--- config.mk ---
export PLATFORM = sky130hd
export DESIGN_NAME = flash_cmd_regs
export DESIGN_NICKNAME = d
export VERILOG_FILES = /design/src/rtl/flash_regs_pkg.sv /design/src/rtl/fkr_decode.sv /design/src/rtl/fkr_mode.sv /design/src/rtl/fkr_status.sv /design/src/rtl/fkr_readmux.sv /design/src/rtl/flash_cmd_regs.sv
export SDC_FILE = /design/constraint.sdc
export NUM_CORES = 1
export LEC_CHECK = 0
export ABC_AREA = 1
export BUFFER_PORTS_ARGS = -buffer_cell sky130_fd_sc_hd__buf_4
export CAP_MARGIN = 5
export CELL_PAD_IN_SITES_DETAIL_PLACEMENT = 1
export CELL_PAD_IN_SITES_GLOBAL_PLACEMENT = 1
export CORE_MARGIN = 8
export CORE_UTILIZATION = 30
export CTS_BUF_LIST = sky130_fd_sc_hd__clkbuf_4 sky130_fd_sc_hd__clkbuf_8
export DETAILED_ROUTE_END_ITERATION = 10
export GPL_TIMING_DRIVEN = 0
export PLACE_DENSITY = 0.85
export SYNTH_ARGS = -nofsm -noshare
export SYNTH_HDL_FRONTEND = slang
export SYNTH_SLANG_ARGS = --single-unit
--- constraint.sdc ---
create_clock -name clk -period 1.7 [get_ports clk]
set_clock_uncertainty 0.2 [all_clocks]
set_input_delay 0.17 -clock clk [delete_from_list [all_inputs] [get_ports clk]]
set_output_delay 0.17 -clock clk [all_outputs]
set_load 0.01 [all_outputs]
--- src/rtl/flash_regs_pkg.sv ---
package flash_regs_pkg;

    localparam logic [15:0] ADDR_MODE   = 16'h0128;
    localparam logic [15:0] ADDR_CLKCFG = 16'h012A;
    localparam logic [15:0] ADDR_STATUS = 16'h012C;
    localparam logic [7:0]  PASS_WR     = 8'hA5;
    localparam logic [7:0]  PASS_RD     = 8'h96;
    localparam logic [7:0]  CLKCFG_RST  = 8'h42;

    // bit positions inside the status byte
    localparam int ST_BUSY = 0;
    localparam int ST_KEYV = 1;
    localparam int ST_ACCV = 2;
    localparam int ST_WAIT = 3;
    localparam int ST_LOCK = 4;
    localparam int ST_EMEX = 5;

    typedef enum logic [1:0] {
        ERS_NONE = 2'd0,
        ERS_SEG  = 2'd1,
        ERS_MAIN = 2'd2,
        ERS_ALL  = 2'd3
    } erase_e;

    typedef struct packed {
        logic   blk;
        logic   wrt;
        erase_e erase;
    } mode_t;

endpackage

--- src/rtl/fkr_decode.sv ---
module fkr_decode
    import flash_regs_pkg::*;
#(
    parameter logic [15:0] A_MODE   = ADDR_MODE,
    parameter logic [15:0] A_CLKCFG = ADDR_CLKCFG,
    parameter logic [15:0] A_STATUS = ADDR_STATUS,
    parameter logic [7:0]  KEY      = PASS_WR
) (
    input  logic [15:0] addr,
    input  logic [7:0]  wdata_hi,
    input  logic        we,
    input  logic        word,
    output logic [2:0]  hit,
    output logic [2:0]  wr_sel,
    output logic        key_bad
);
    localparam int NREG = 3;
    logic [NREG-1:0][15:0] map;
    logic wr_ok;

    assign map = {A_STATUS, A_CLKCFG, A_MODE};

    for (genvar i = 0; i < NREG; i++) begin : g_hit
        assign hit[i] = (addr == map[i]);
    end

    always_comb begin
        wr_ok   = we && word && (|hit);
        key_bad = wr_ok && (wdata_hi != KEY);
        wr_sel  = hit & {NREG{wr_ok && !key_bad}};
    end
endmodule

--- src/rtl/fkr_mode.sv ---
module fkr_mode
    import flash_regs_pkg::*;
(
    input  logic  clk,
    input  logic  rst_n,
    input  logic  wr_mode,
    input  mode_t wr_val,
    input  logic  eng_wait,
    input  logic  op_done,
    input  logic  exit_now,
    output mode_t mode,
    output logic  reject,
    output logic  go_erase,
    output logic  go_single,
    output logic  go_block,
    output logic  go_end
);
    typedef struct packed {
        mode_t m;
        logic  erase;
        logic  single;
        logic  block;
        logic  blk_end;
    } mode_st_t;

    mode_st_t st_q, st_d;
    logic     active, exempt;

    always_comb begin
        active = (st_q.m.erase != ERS_NONE) || st_q.m.wrt;
        exempt = st_q.m.blk && eng_wait;
        reject = wr_mode && active && !exempt;

        st_d         = st_q;
        st_d.erase   = 1'b0;
        st_d.single  = 1'b0;
        st_d.block   = 1'b0;
        st_d.blk_end = 1'b0;

        if (exit_now) begin
            st_d.m = '0;
        end else if (wr_mode && !reject) begin
            if (st_q.m.erase == ERS_NONE && wr_val.erase != ERS_NONE)
                st_d.erase = 1'b1;
            st_d.m.erase = wr_val.erase;
            if (wr_val.wrt && !st_q.m.wrt) begin
                st_d.m.wrt = 1'b1;
                if (wr_val.blk) begin
                    st_d.m.blk = 1'b1;
                    st_d.block = 1'b1;
                end else begin
                    st_d.single = 1'b1;
                end
            end
            if (st_q.m.blk && !wr_val.blk) begin
                st_d.m.blk   = 1'b0;
                st_d.blk_end = 1'b1;
            end
        end else if (op_done) begin
            st_d.m = '0;
        end
    end

    always_ff @(posedge clk or negedge rst_n) begin
        if (!rst_n) st_q <= '0;
        else        st_q <= st_d;
    end

    assign mode      = st_q.m;
    assign go_erase  = st_q.erase;
    assign go_single = st_q.single;
    assign go_block  = st_q.block;
    assign go_end    = st_q.blk_end;
endmodule

--- src/rtl/fkr_status.sv ---
module fkr_status
    import flash_regs_pkg::*;
#(
    parameter logic [7:0] CFG_RST = CLKCFG_RST
) (
    input  logic       clk,
    input  logic       rst_n,
    input  logic       wr_cfg,
    input  logic       wr_stat,
    input  logic       key_bad,
    input  logic [7:0] wdata_lo,
    input  logic       eng_busy,
    input  logic       mode_reject,
    output logic [7:0] cfg,
    output logic       lock,
    output logic       emex,
    output logic       accv,
    output logic       keyv,
    output logic       exit_now,
    output logic       rst_req,
    output logic       abort
);
    typedef struct packed {
        logic [7:0] cfg;
        logic       lock;
        logic       emex;
        logic       accv;
        logic       keyv;
        logic       rst_req;
        logic       abort;
    } stat_st_t;

    stat_st_t st_q, st_d;
    logic     cfg_reject;

    always_comb begin
        exit_now   = wr_stat && wdata_lo[ST_EMEX] && !st_q.emex;
        cfg_reject = wr_cfg && eng_busy;

        st_d         = st_q;
        st_d.rst_req = key_bad;
        st_d.abort   = exit_now;

        if (key_bad) st_d.keyv = 1'b1;

        if (wr_cfg && !eng_busy) st_d.cfg = wdata_lo;

        if (wr_stat) begin
            st_d.emex = wdata_lo[ST_EMEX];
            st_d.lock = exit_now ? 1'b1 : wdata_lo[ST_LOCK];
            if (!wdata_lo[ST_KEYV]) st_d.keyv = 1'b0;
            if (!wdata_lo[ST_ACCV]) st_d.accv = 1'b0;
        end

        if (mode_reject || cfg_reject) st_d.accv = 1'b1;
    end

    always_ff @(posedge clk or negedge rst_n) begin
        if (!rst_n) begin
            st_q      <= '0;
            st_q.cfg  <= CFG_RST;
            st_q.lock <= 1'b1;
        end else begin
            st_q <= st_d;
        end
    end

    assign cfg     = st_q.cfg;
    assign lock    = st_q.lock;
    assign emex    = st_q.emex;
    assign accv    = st_q.accv;
    assign keyv    = st_q.keyv;
    assign rst_req = st_q.rst_req;
    assign abort   = st_q.abort;
endmodule

--- src/rtl/fkr_readmux.sv ---
module fkr_readmux
    import flash_regs_pkg::*;
#(
    parameter logic [7:0] TAG = PASS_RD
) (
    input  logic [2:0]  hit,
    input  logic [7:0]  byte_mode,
    input  logic [7:0]  byte_cfg,
    input  logic [7:0]  byte_stat,
    output logic [15:0] rdata
);
    always_comb begin
        unique case (1'b1)
            hit[0]:  rdata = {TAG, byte_mode};
            hit[1]:  rdata = {TAG, byte_cfg};
            hit[2]:  rdata = {TAG, byte_stat};
            default: rdata = 16'h0000;
        endcase
    end
endmodule

--- src/rtl/flash_cmd_regs.sv ---
module flash_cmd_regs
    import flash_regs_pkg::*;
#(
    parameter logic [15:0] A_MODE   = ADDR_MODE,
    parameter logic [15:0] A_CLKCFG = ADDR_CLKCFG,
    parameter logic [15:0] A_STATUS = ADDR_STATUS,
    parameter logic [7:0]  CFG_RST  = CLKCFG_RST
) (
    input  logic        clk,
    input  logic        rst_n,
    input  logic [15:0] bus_addr,
    input  logic [15:0] bus_wdata,
    input  logic        bus_we,
    input  logic        bus_word,
    output logic [15:0] bus_rdata,
    input  logic        eng_busy,
    input  logic        eng_wait,
    input  logic        op_done,
    input  logic        viol_irq_en,
    output logic [1:0]  erase_mode,
    output logic        write_mode,
    output logic        block_mode,
    output logic        cmd_erase,
    output logic        cmd_single,
    output logic        cmd_block,
    output logic        cmd_block_end,
    output logic        cmd_abort,
    output logic        flash_locked,
    output logic        rst_req,
    output logic        nmi_req
);
    logic [2:0] hit, wr_sel;
    logic       key_bad, reject, exit_now;
    mode_t      wr_val, mode;
    logic [7:0] cfg, byte_mode, byte_stat;
    logic       emex, accv, keyv;

    fkr_decode #(
        .A_MODE(A_MODE), .A_CLKCFG(A_CLKCFG), .A_STATUS(A_STATUS), .KEY(PASS_WR)
    ) u_decode (
        .addr(bus_addr), .wdata_hi(bus_wdata[15:8]), .we(bus_we), .word(bus_word),
        .hit(hit), .wr_sel(wr_sel), .key_bad(key_bad)
    );

    assign wr_val.blk   = bus_wdata[7];
    assign wr_val.wrt   = bus_wdata[6];
    assign wr_val.erase = erase_e'(bus_wdata[2:1]);

    fkr_mode u_mode (
        .clk(clk), .rst_n(rst_n), .wr_mode(wr_sel[0]), .wr_val(wr_val),
        .eng_wait(eng_wait), .op_done(op_done), .exit_now(exit_now),
        .mode(mode), .reject(reject), .go_erase(cmd_erase), .go_single(cmd_single),
        .go_block(cmd_block), .go_end(cmd_block_end)
    );

    fkr_status #(.CFG_RST(CFG_RST)) u_status (
        .clk(clk), .rst_n(rst_n), .wr_cfg(wr_sel[1]), .wr_stat(wr_sel[2]),
        .key_bad(key_bad), .wdata_lo(bus_wdata[7:0]), .eng_busy(eng_busy),
        .mode_reject(reject), .cfg(cfg), .lock(flash_locked), .emex(emex),
        .accv(accv), .keyv(keyv), .exit_now(exit_now), .rst_req(rst_req),
        .abort(cmd_abort)
    );

    assign byte_mode = {mode.blk, mode.wrt, 3'b000, mode.erase, 1'b0};
    assign byte_stat = {2'b00, emex, flash_locked, eng_wait, accv, keyv, eng_busy};

    fkr_readmux #(.TAG(PASS_RD)) u_read (
        .hit(hit), .byte_mode(byte_mode), .byte_cfg(cfg), .byte_stat(byte_stat),
        .rdata(bus_rdata)
    );

    assign erase_mode = mode.erase;
    assign write_mode = mode.wrt;
    assign block_mode = mode.blk;
    assign nmi_req    = accv && viol_irq_en;
endmodule

==> impl_metrics.ini <==
[sta]
finalMaxSlewViolations = 0
setup_slack_ns = 0.0172
period_needed_ns = 1.68
post-route-period-util_pct = 99.0
max_freq_mhz = 594
rsz0062_at_grt = true
setup_viol = 0
finalHoldViolCount = 0
tns_ns = 0

[detailed_routing]
drc = 0
via_per_inst = 4.56
wl_per_cell_um = 16.3
postRouteAntennaNets = 0
drt_first_iter_violations = 56
dr.pass1.iters = 4
totalWireLength_mm = 5.41
vias = 1511

[synth]
synth_common_cells = 48 x inv_1, 40 x nand2_1, 19 x dfrtp_1
yosys_warnings = 0
synth_top_area_share_pct = 34.0
synth_edf_count = 0
synth.most_common_cell = inv_1
synth.area.top_cells = dfrtp_1 34%, inv_1 13%, nand2_1 11%, dfstp_2 5.6%, buf_4 3.8%
async_reset_ff_share_pct = 100
avgSynthCellArea_um2 = 7.36
syn_inst = 190
ys_types = 30
synth-main-ff-cell = dfrtp_1
netlist_area_mm2 = 0.00140
yosys.area.top_type = dfrtp_1
synth_seq_cells = 22
yosysSeqAreaShare_pct = 39.6

[job]
max_cap_viol_count = 0

[global_routing]
grt_pass1_wl_mm = 7.57
antenna_found_initial = 0
grt_pass1_vias = 1579
overflow = 0
grt_usage_pct = 13.0
grt_max_degree = 23

[cells_and_area]
nNetsFinal = 318
final_util_pct = 49.6
post_route_cells_drive_above_1_share_pct = 45.1
area_growth_pct = 63.0
design_area_mm2 = 0.00228
diodes = 0
fin_cells = 331

[worst_setup_path]
cp-startpoint = bus_addr[4]
slowest_delay_ns = 0.19
required_ns = 1.33
startpoint_type = input port
crit_slowest_cell = nor2_4
cp.arrival_ns = 1.31
cp-end-kind = output port
rr_startpoint = u_mode.mode[0]$_DFFE_PN0P_
r2r_cells = 9
crit_chain = buf_4 -> inv_1 -> nand2_2 -> nor2_4 -> nand2_2 -> nor2_4 -> buf_4 -> nor2_4 -> nand2_4 -> buf_6 -> buf_4
worst-setup-path-type = input port to output port
r2r_slack_ns = 0.07
reg2reg_to = u_mode.mode[2]$_DFFE_PN0P_
crit_fanout = 5
endpoint = bus_rdata[10]

[floorplan]
io_pins = 68
dieArea_mm2 = 0.00710
core_mm2 = 0.00460
fp.dieW_um = 84.3
start_util_pct = 30.4
die_h_um = 84.3
std_cell_rows = 25

[power_and_ir_drop]
ir_worst_vdd_mv = 0.234
leakage_nw = 1.24
power.density_mw_per_mm2 = 473

[place]
place_hpwl_mm = 3.70
place_congestion = 0.804
preCtsSetupSlack_ns = -0.186
place_inst = 310
io_buffers = 63
post_dp_cell_area_mm2 = 0.00195

[clocking]
clk_pin_slew_ns = 0.09
clkLatencyLatePin_ns = 0.27
numCtsBuffers = 3
htreeDepth = 1
clock_sinks = 22
cts.path.max_buffers = 2
cts_tree = done
cts-root-buf = clkbuf_8

[min_path]
whs_path_depth = 4
hold_path_class = input port to flip-flop

[status]
status = completed
how the worst min path moves through the flow:
stage | startpoint | endpoint
after floorplan | rst_n | u_mode.go_block$_DFF_PN0_
after global placement | rst_n | u_status.rst_req$_DFF_PN0_
after detailed placement | rst_n | u_status.rst_req$_DFF_PN0_
after CTS | op_done | u_mode.mode[0]$_DFFE_PN0P_
after global routing | op_done | u_mode.mode[1]$_DFFE_PN0P_
final | op_done | u_mode.mode[0]$_DFFE_PN0P_
placed cells by master (no fill, tap or decap):
master          n
nor2_4          6
nor2_2          2
nand2_2         4
nor4_2          1
and2_4          1
a21oi_2         1
nand4_4         1
inv_1          41
conb_1          4
o21ai_2         1
inv_6           1
o221ai_2        2
dlygate4sd3_1  10
nand3_4         1
nor3_4          2
inv_2           9
o22ai_1         4
nand3_2         1
a22oi_1         1
buf_4          71
inv_4           1
dfrtp_1        19
clkbuf_8        4
a21oi_1         1
nand2_8         1
buf_6           7
nand2_4         3
nand4_2         1
o21ai_0         6
dfstp_2         3
nand2_1        38
nand3_1         8
o22ai_2         1
nor3_1          1
o21ai_1         8
nor2_1         10
nand4_1         1
power breakdown:
part | internal, mW | switching [mW] | leakage, nW | total [mW]
sequential | 0.523 | 0.000000198 | 0.255 | 0.523
clock | 0.207 | 0.183 | 0.0288 | 0.390
combinational | 0.0913 | 0.0744 | 0.954 | 0.166
total | 0.821 | 0.258 | 1.24 | 1.08
cells by family (layout without fill, tap and decap cells):
kind of cell | count (synthesis) | count (layout) | share of synthesized area (%)
AO/OA/AOI/OAI | 25 | 25 | 10.6
buffers and inverters | 60 | 144 | 18.6
flip-flops | 22 | 22 | 39.6
other | 1 | 4 | 0.268
AND/OR/NAND/NOR | 82 | 82 | 30.9
flip-flops by register name, indices dropped and copies added (netlist names):
register,cells
u_mode.go_erase,1
u_mode.go_block,1
u_status.cfg,8
u_status.rst_req,1
u_mode.go_end,1
u_status.keyv,1
u_status.lock,1
u_status.abort,1
u_mode.mode,4
u_status.accv,1
u_status.emex,1
u_mode.go_single,1
timing repair:
item | in CTS | in global routing
gates resized for setup | 4 | 30
hold endpoints to repair | 36 | 0
hold buffers | 10 | 0
pin swaps | 1 | 7
setup buffers | 2 | 5
endpoints found under the setup margin | 7 | 15
per-stage QoR:
stage / total power [mW] / hold slack (ns)
4_1_cts: 1.07 / 0.0280
6_report: 1.08 / 0.00596
5_1_grt: 1.11 / 0.0167
3_5_place_dp: 0.670 / -0.122
3_3_place_gp: 0.666 / -0.125
2_1_floorplan: 0.576 / -0.326
layer usage:
metal / vias up / share of wire [%] / track usage, %
li1: 739 / - / -
met1: 723 / 37 / 14.1
met2: 41 / 56 / 24.2
met3: 8 / 5.1 / 2.61
met4: 0 / 1.9 / 4.24
met5: - / 0 / 0
worst max-delay path, delay by kind of cell:
family / cells / cell delay, ns
buf+inv: 5 / 0.50
simple gates: 6 / 0.63
layout make-up:
cell class / count / area [um^2]
fillers: 564 / 2320
multi-input cells: 111 / 688
repair buffers: 80 / 637
flip-flops and latches: 22 / 554
inverters: 52 / 203
plain buffers: 8 / 75.1
well taps: 54 / 67.6
clock buffers: 4 / 55.1
Note: power is estimated with default switching activity, not from simulation.
